`src/rtl/dma_step_pkg.sv`:
```
package dma_step_pkg;
    localparam int BB_W = 6;

    typedef enum logic [1:0] {
        BSZ_8   = 2'b00,
        BSZ_16  = 2'b01,
        BSZ_32  = 2'b10,
        BSZ_32X = 2'b11
    } burst_code_e;

    function automatic logic [BB_W-1:0] burst_size(input logic [1:0] code);
        case (code)
            BSZ_8:   burst_size = 6'd8;
            BSZ_16:  burst_size = 6'd16;
            default: burst_size = 6'd32;
        endcase
    endfunction
endpackage

```
`src/rtl/dma_len_track.sv`:
```
module dma_len_track
    import dma_step_pkg::*;
#(
    parameter int LEN_W = 13
) (
    input  logic             clk,
    input  logic             rst_n,
    input  logic             load,
    input  logic [LEN_W-1:0] load_len,
    input  logic [1:0]       load_sel,
    input  logic             step,
    output logic [BB_W-1:0]  burst_bytes,
    output logic             done
);
    typedef struct packed {
        logic [LEN_W-1:0] rem;
        logic [1:0]       sel;
    } len_state_t;

    len_state_t st_d, st_q;
    logic [LEN_W-1:0] size_ext;

    always_comb begin
        size_ext = LEN_W'(burst_size(st_q.sel));
        done     = (st_q.rem == '0);
        if (done)
            burst_bytes = '0;
        else if (st_q.rem < size_ext)
            burst_bytes = BB_W'(st_q.rem);
        else
            burst_bytes = burst_size(st_q.sel);

        st_d = st_q;
        if (load) begin
            st_d.rem = load_len;
            st_d.sel = load_sel;
        end else if (step && !done) begin
            st_d.rem = st_q.rem - LEN_W'(burst_bytes);
        end
    end

    always_ff @(posedge clk or negedge rst_n) begin
        if (!rst_n) st_q <= '0;
        else        st_q <= st_d;
    end


    idle_hold_chk: assert property (@(posedge clk) disable iff (!rst_n)
        (done && !load) |=> (done && burst_bytes == '0));


    rem_dec_chk: assert property (@(posedge clk) disable iff (!rst_n)
        (step && !load && !done) |=> (st_q.rem == $past(st_q.rem) - LEN_W'($past(burst_bytes))));


    burst_bound_chk: assert property (@(posedge clk) disable iff (!rst_n)
        !done |-> (burst_bytes != '0 && burst_bytes <= 6'd32));
endmodule

```
`src/rtl/dma_addr_lane.sv`:
```
module dma_addr_lane
    import dma_step_pkg::*;
#(
    parameter int ADDR_W = 32
) (
    input  logic              clk,
    input  logic              rst_n,
    input  logic              load,
    input  logic [ADDR_W-1:0] load_addr,
    input  logic              load_inc,
    input  logic              load_mem,
    input  logic              load_align,
    input  logic              step,
    input  logic [BB_W-1:0]   step_bytes,
    output logic [ADDR_W-1:0] addr_out
);
    localparam int MEM_LSB = 3;
    localparam int PER_LSB = 2;
    localparam logic [ADDR_W-1:0] MEM_MASK = ~ADDR_W'((1 << MEM_LSB) - 1);
    localparam logic [ADDR_W-1:0] PER_MASK = ~ADDR_W'((1 << PER_LSB) - 1);

    typedef struct packed {
        logic [ADDR_W-1:0] addr;
        logic              inc;
        logic              mem;
        logic              align;
    } lane_state_t;

    lane_state_t st_d, st_q;

    always_comb begin
        if (st_q.align)    addr_out = st_q.addr;
        else if (st_q.mem) addr_out = st_q.addr & MEM_MASK;
        else               addr_out = st_q.addr & PER_MASK;

        st_d = st_q;
        if (load) begin
            st_d.addr  = load_addr;
            st_d.inc   = load_inc;
            st_d.mem   = load_mem;
            st_d.align = load_align;
        end else if (step && st_q.inc) begin
            st_d.addr = st_q.addr + ADDR_W'(step_bytes);
        end
    end

    always_ff @(posedge clk or negedge rst_n) begin
        if (!rst_n) st_q <= '0;
        else        st_q <= st_d;
    end


    inc_step_chk: assert property (@(posedge clk) disable iff (!rst_n)
        (step && !load && st_q.inc) |=> (st_q.addr == $past(st_q.addr) + ADDR_W'($past(step_bytes))));


    fixed_addr_chk: assert property (@(posedge clk) disable iff (!rst_n)
        (!load && !st_q.inc) |=> $stable(addr_out));


    mem_align_chk: assert property (@(posedge clk) disable iff (!rst_n)
        (!st_q.align && st_q.mem) |-> (addr_out[MEM_LSB-1:0] == '0));


    per_align_chk: assert property (@(posedge clk) disable iff (!rst_n)
        (!st_q.align && !st_q.mem) |-> (addr_out[PER_LSB-1:0] == '0));
endmodule

```
`src/rtl/dma_addr_stepper.sv`:
```
module dma_addr_stepper
    import dma_step_pkg::*;
#(
    parameter int ADDR_W = 32,
    parameter int LEN_W  = 13
) (
    input  logic              clk,
    input  logic              rst_n,
    input  logic              start,
    input  logic [ADDR_W-1:0] src_base,
    input  logic [ADDR_W-1:0] trg_base,
    input  logic              src_step_en,
    input  logic              trg_step_en,
    input  logic              src_is_mem,
    input  logic              trg_is_mem,
    input  logic [1:0]        burst_sel,
    input  logic [LEN_W-1:0]  xfer_len,
    input  logic              byte_align,
    input  logic              burst_done,
    output logic [ADDR_W-1:0] src_addr,
    output logic [ADDR_W-1:0] trg_addr,
    output logic [BB_W-1:0]   burst_bytes,
    output logic              done
);
    localparam int NSIDE = 2;

    logic                step_ok;
    logic [ADDR_W-1:0]   base_v [NSIDE];
    logic                inc_v  [NSIDE];
    logic                mem_v  [NSIDE];
    logic [ADDR_W-1:0]   addr_v [NSIDE];

    always_comb begin
        step_ok   = burst_done && !done && !start;
        base_v[0] = src_base;    base_v[1] = trg_base;
        inc_v[0]  = src_step_en; inc_v[1]  = trg_step_en;
        mem_v[0]  = src_is_mem;  mem_v[1]  = trg_is_mem;
        src_addr  = addr_v[0];
        trg_addr  = addr_v[1];
    end

    dma_len_track #(.LEN_W(LEN_W)) u_len (
        .clk         (clk),
        .rst_n       (rst_n),
        .load        (start),
        .load_len    (xfer_len),
        .load_sel    (burst_sel),
        .step        (step_ok),
        .burst_bytes (burst_bytes),
        .done        (done)
    );

    for (genvar g = 0; g < NSIDE; g++) begin : g_lane
        dma_addr_lane #(.ADDR_W(ADDR_W)) u_lane (
            .clk        (clk),
            .rst_n      (rst_n),
            .load       (start),
            .load_addr  (base_v[g]),
            .load_inc   (inc_v[g]),
            .load_mem   (mem_v[g]),
            .load_align (byte_align),
            .step       (step_ok),
            .step_bytes (burst_bytes),
            .addr_out   (addr_v[g])
        );
    end


    start_len_chk: assert property (@(posedge clk) disable iff (!rst_n)
        start |=> (done == ($past(xfer_len) == '0)));
endmodule

```
`config.mk`:
```
export PLATFORM = sky130hd
export DESIGN_NAME = dma_addr_stepper
export DESIGN_NICKNAME = d
export VERILOG_FILES = /design/src/rtl/dma_step_pkg.sv /design/src/rtl/dma_len_track.sv /design/src/rtl/dma_addr_lane.sv /design/src/rtl/dma_addr_stepper.sv
export SDC_FILE = /design/constraint.sdc
export NUM_CORES = 1
export LEC_CHECK = 0
export BUFFER_PORTS_ARGS = -buffer_cell sky130_fd_sc_hd__buf_2
export CAP_MARGIN = 10
export CORE_AREA = 2 2 91 159
export DETAILED_ROUTE_END_ITERATION = 7
export DIE_AREA = 0 0 93 161
export GPL_TIMING_DRIVEN = 0
export HOLD_SLACK_MARGIN = 0.06
export PLACE_DENSITY = 0.65
export SLEW_MARGIN = 40
export SYNTH_ARGS = -nofsm -noshare
export SYNTH_HDL_FRONTEND = slang
export SYNTH_SLANG_ARGS = --single-unit
```
`constraint.sdc`:
```
create_clock -name clk -period 5.5 [get_ports clk]
set_input_delay 0.275 -clock clk [delete_from_list [all_inputs] [get_ports clk]]
set_output_delay 0.275 -clock clk [all_outputs]
set_load 0.01 [all_outputs]
```
==> metrics list <==
* Register share of total power: 0.392
- For this run, the number of Yosys warnings is 0.
- The count of nets left with antenna violations once routing finished came out at 0.
- Once the clock tree was built, the resizer swapped 0 gates to a different size.
* Min Hold Slack: between 100 and 150 ps
- After the flow finishes, the layout carries non-filler instances totaling between 1,000 and 1,500.
- Summing internal, switching and leakage power gives 1.95 mW.
* Number of unique standard cell types used by synthesis: 53
- Synthesized flop and latch total: between 80 and 90
- The min-delay analysis places its worst path in the category in2reg.
* Post-synthesis instance area: 6020 um^2
- Most numerous cell in the Yosys netlist: sky130_fd_sc_hd__dfrtp_1
* Total core area: 13,700 um^2
- Of the cells placed in the final design, the portion with a size suffix greater than 1 is 0.302.
- Total gr overflow: 0
- The flow ran to the end, and the final reports show no timing, DRC or antenna violations.
- On the worst path, the slowest cell contributes a delay of ~650 ps.
- In this run the most critical hold path is launched from trg_base[3].
* Part of the cycle the worst path needs: 0.838
* Final Max Tran Viols: 0
- Fmax: ~0.22 GHz
- Area Overhead vs Synth: 23.0%
* Family of cells with the greatest summed delay on the critical path: simple AND/OR/NAND/NOR gates
- The share of total power dissipated in the clock network is 0.332.
* Worst-Skew Late Latency: between 300 and 400 ps
- HPWL Detailed: between 10 and 15 mm
- Count of vias placed by the detailed router: slightly above 6,000
- Register clock-pin slew on the reported worst setup and hold paths: about 70 ps
* Slew HR: 0.478
* Data arrival, critical path: roughly 4900 ps
- Cell count after synthesis: 699
* Root cell of the clock tree: sky130_fd_sc_hd__clkbuf_16
* Maximum level of the CTS H-tree: 3
- Post-CTS setup-driven buffer insertion count: 0
- Series of cell instances along the critical path: or4_4 > nor3_1 > nand2_1 > nor2_1 > ha_1 > a21o_1 > a21o_1 > a221oi_2 > clkbuf_1 > buf_2 > o31ai_1 > a31oi_1
* Hold path endpoint: g_lane[1].u_lane.st_q[6]
- Number of buffer and inverter stages on the critical path: 2
- Total power divided by cell area: ~260 nW/um^2
* Leakage Power: 3.43 nW
* Clock tree sinks: between 80 and 90
- TritonCTS built the clock tree.
* EDFF count, synth: 0
- STA classifies the critical path startpoint as a flip-flop.
- Of the total power, the share spent switching nets is 0.328.
- Die extent in y: approximately 160 um
- Total instance count after detailed placement: 1,034
* Max-capacitance violation count: 0
* Clock skew: 7.54 ps
- Startpoint of the worst-slack reg-to-reg timing path: u_len.st_q[13]
- For the pin with the worst max-slew slack, the measured transition is 781 ps.
- The die covers 15,000 um^2.
- Post-detailed-route wirelength per cell: 18.1 um
- Final hold viol count: 0
* Setup repair after global routing missed its margin: no
- Largest fanout on the critical path: 10
- Fin crit period: ~4600 ps
- Total global routing track utilization: 0.258
- After the last flow step, the layout net total stands at 980.
- CP max-delay cell: sky130_fd_sc_hd__nor2_1
* Sort of element at the end of the critical path: flip-flop
- Required @ worst endpoint: between 5000 and 6000 ps
* Number of fill cells in the layout: 1,331
- The internal power of the cells totals 1.31 mW.
* Asr flop ratio synth: 1.00
* Setup violators final: 0
- Most numerous cell on the critical path: sky130_fd_sc_hd__a21o_1
* Mapped Nets: 810
- The first routing iteration left ~300 violations.
* Effective utilization at floorplan: 0.440
- Classification of the worst setup path: reg2reg
* Most instantiated flip-flop cell in the synthesis netlist: sky130_fd_sc_hd__dfrtp_1
* Placement row count: 57
* First-pass GRT wire length: 30.4 mm
- In this run the power spent charging and discharging nets is approximately 640 uW.
* Post-synthesis sequential area ratio: 0.349
- Total wire length after detailed routing: ~19 mm
* Hold Buf Count CTS: 1
- Leading cell types by total area after synthesis: sky130_fd_sc_hd__dfrtp_1 35%, sky130_fd_sc_hd__buf_4 7.5%, sky130_fd_sc_hd__ha_1 4.2%
- Reg-to-Reg End: g_lane[0].u_lane.st_q[18]
* DR vias/cell: around 5.8
* Top cells by instance count after synthesis: 84 x sky130_fd_sc_hd__dfrtp_1, 65 x sky130_fd_sc_hd__nand2_1, 61 x sky130_fd_sc_hd__nor2_1
* Buffer depth of the longest clock path: 2
- First-pass detailed-route iteration total: 5
- The number of cells on the worst reg-to-reg path is 12.
- Entering global routing, the biggest net connects 54 pins.
- In the routed design, unresolved DRC markers number 0.
- Portion of total power attributed to combinational logic: 0.276
- In this run the count of I/O pins placed on the die edge is 159.
- The number of antenna violations at the first check in global routing is 1.
- Die X: 93 um
- Dividing the synthesized area by the synthesized cell count gives roughly 8.6 um^2.
- Placer congestion estimate: slightly above 0.9
- Total negative slack for setup checks: 0 ps
* Number of buffers added on ports: about 160
* Via count of the first global-routing pass: between 6,000 and 7,000
- Summed over all instances, the cell type with the most area after synthesis is sky130_fd_sc_hd__dfrtp_1.
- Fraction of synthesized cell area taken by the top area cell type: 0.349
* Number of buffers inserted during clock tree synthesis: 9
* Setup slack on the worst flop-to-flop path: 890 ps
* Hold path cells: 3
- Maximum vdd ir drop: between 0.00015 and 0.0002 V
[layout by cell type, fill, tap and decap left out, types with 23 or more instances in the layout]
master,count
sky130_fd_sc_hd__clkbuf_1,23
sky130_fd_sc_hd__dfrtp_1,84
sky130_fd_sc_hd__a31oi_1,34
sky130_fd_sc_hd__nand2_1,65
sky130_fd_sc_hd__nor2_1,61
sky130_fd_sc_hd__buf_2,160
sky130_fd_sc_hd__inv_1,25
sky130_fd_sc_hd__buf_4,60
sky130_fd_sc_hd__o21ai_0,40
sky130_fd_sc_hd__nand3_1,28
[layout make-up]
cell class | count | area, um^2 | area share
multi-input cells | 500 | 3260 | 0.440
flip-flops and latches | 84 | 2100 | 0.284
repair buffers | 159 | 822 | 0.111
plain buffers | 90 | 591 | 0.0798
clock buffers | 11 | 253 | 0.0341
well taps | 177 | 221 | 0.0299
inverters | 25 | 93.8 | 0.0127
clock inverters | 5 | 60.1 | 0.00811
diodes | 1 | 2.50 | 0.000338
[per-layer routing]
layer	global-route usage	up-vias	wire, um
met2	0.474	193	10300
met5	0	-	0
li1	-	2885	-
met4	0.122	0	675
met1	0.290	2933	7310
met3	0.0299	41	717
[per-stage QoR]
step	area, um^2	util	setup slack, ps
3_3_place_gp	7030	0.513	553
5_1_grt	7400	0.541	623
4_1_cts	7400	0.541	922
6_report	7400	0.541	892
3_5_place_dp	7080	0.517	946
2_1_floorplan	6020	-	1450
[how the worst max path moves through the flow]
stage          depth (start not counted)           start  slack [ps]                         to
2_1_floorplan                         10  u_len.st_q[13]        1450  g_lane[0].u_lane.st_q[34]
3_3_place_gp                          10  u_len.st_q[13]         550  g_lane[0].u_lane.st_q[18]
3_5_place_dp                          12  u_len.st_q[13]         950  g_lane[0].u_lane.st_q[18]
4_1_cts                               12  u_len.st_q[13]         920  g_lane[0].u_lane.st_q[18]
5_1_grt                               12  u_len.st_q[13]         620  g_lane[0].u_lane.st_q[20]
6_report                              12  u_len.st_q[13]         890  g_lane[0].u_lane.st_q[18]
[worst reg2reg max path: cells and delay by family, from the launching register on]
kind                     cells  cell delay (ps)
adder cells (fa/ha/maj)      1              360
AND/OR/NAND/NOR              4             1740
flip-flops                   1              390
AO/OA/AOI/OAI                5             1310
buffers and inverters        2              730
[sequential cells by signal, summed over array words and instances, names as in the netlist]
signal	cells
g_lane.u_lane.st_q	69
u_len.st_q	15
[power groups by stage]
stage / sequential (mW) / clock [mW] / combinational [mW]
after floorplan: 0.746 / 0 / 0.358
after global placement: 0.768 / 0 / 0.516
after detailed placement: 0.771 / 0 / 0.536
after CTS: 0.760 / 0.655 / 0.539
after global routing: 0.774 / 0.678 / 0.594
final: 0.762 / 0.647 / 0.537
[cell families (layout without fill, tap and decap cells)]
kind of cell,after synthesis,after routing,share of synthesized area
and+or+nand+nor,271,271,0.231
AOI/OAI and AO/OA,168,168,0.193
buffers and inverters,115,290,0.114
DFF,84,84,0.349
adders and majority gates,23,23,0.0515
xor gates and xnor gates,19,19,0.0276
muxes,19,19,0.0332
other,0,1,0
Note: power is estimated with default switching activity, not from simulation.
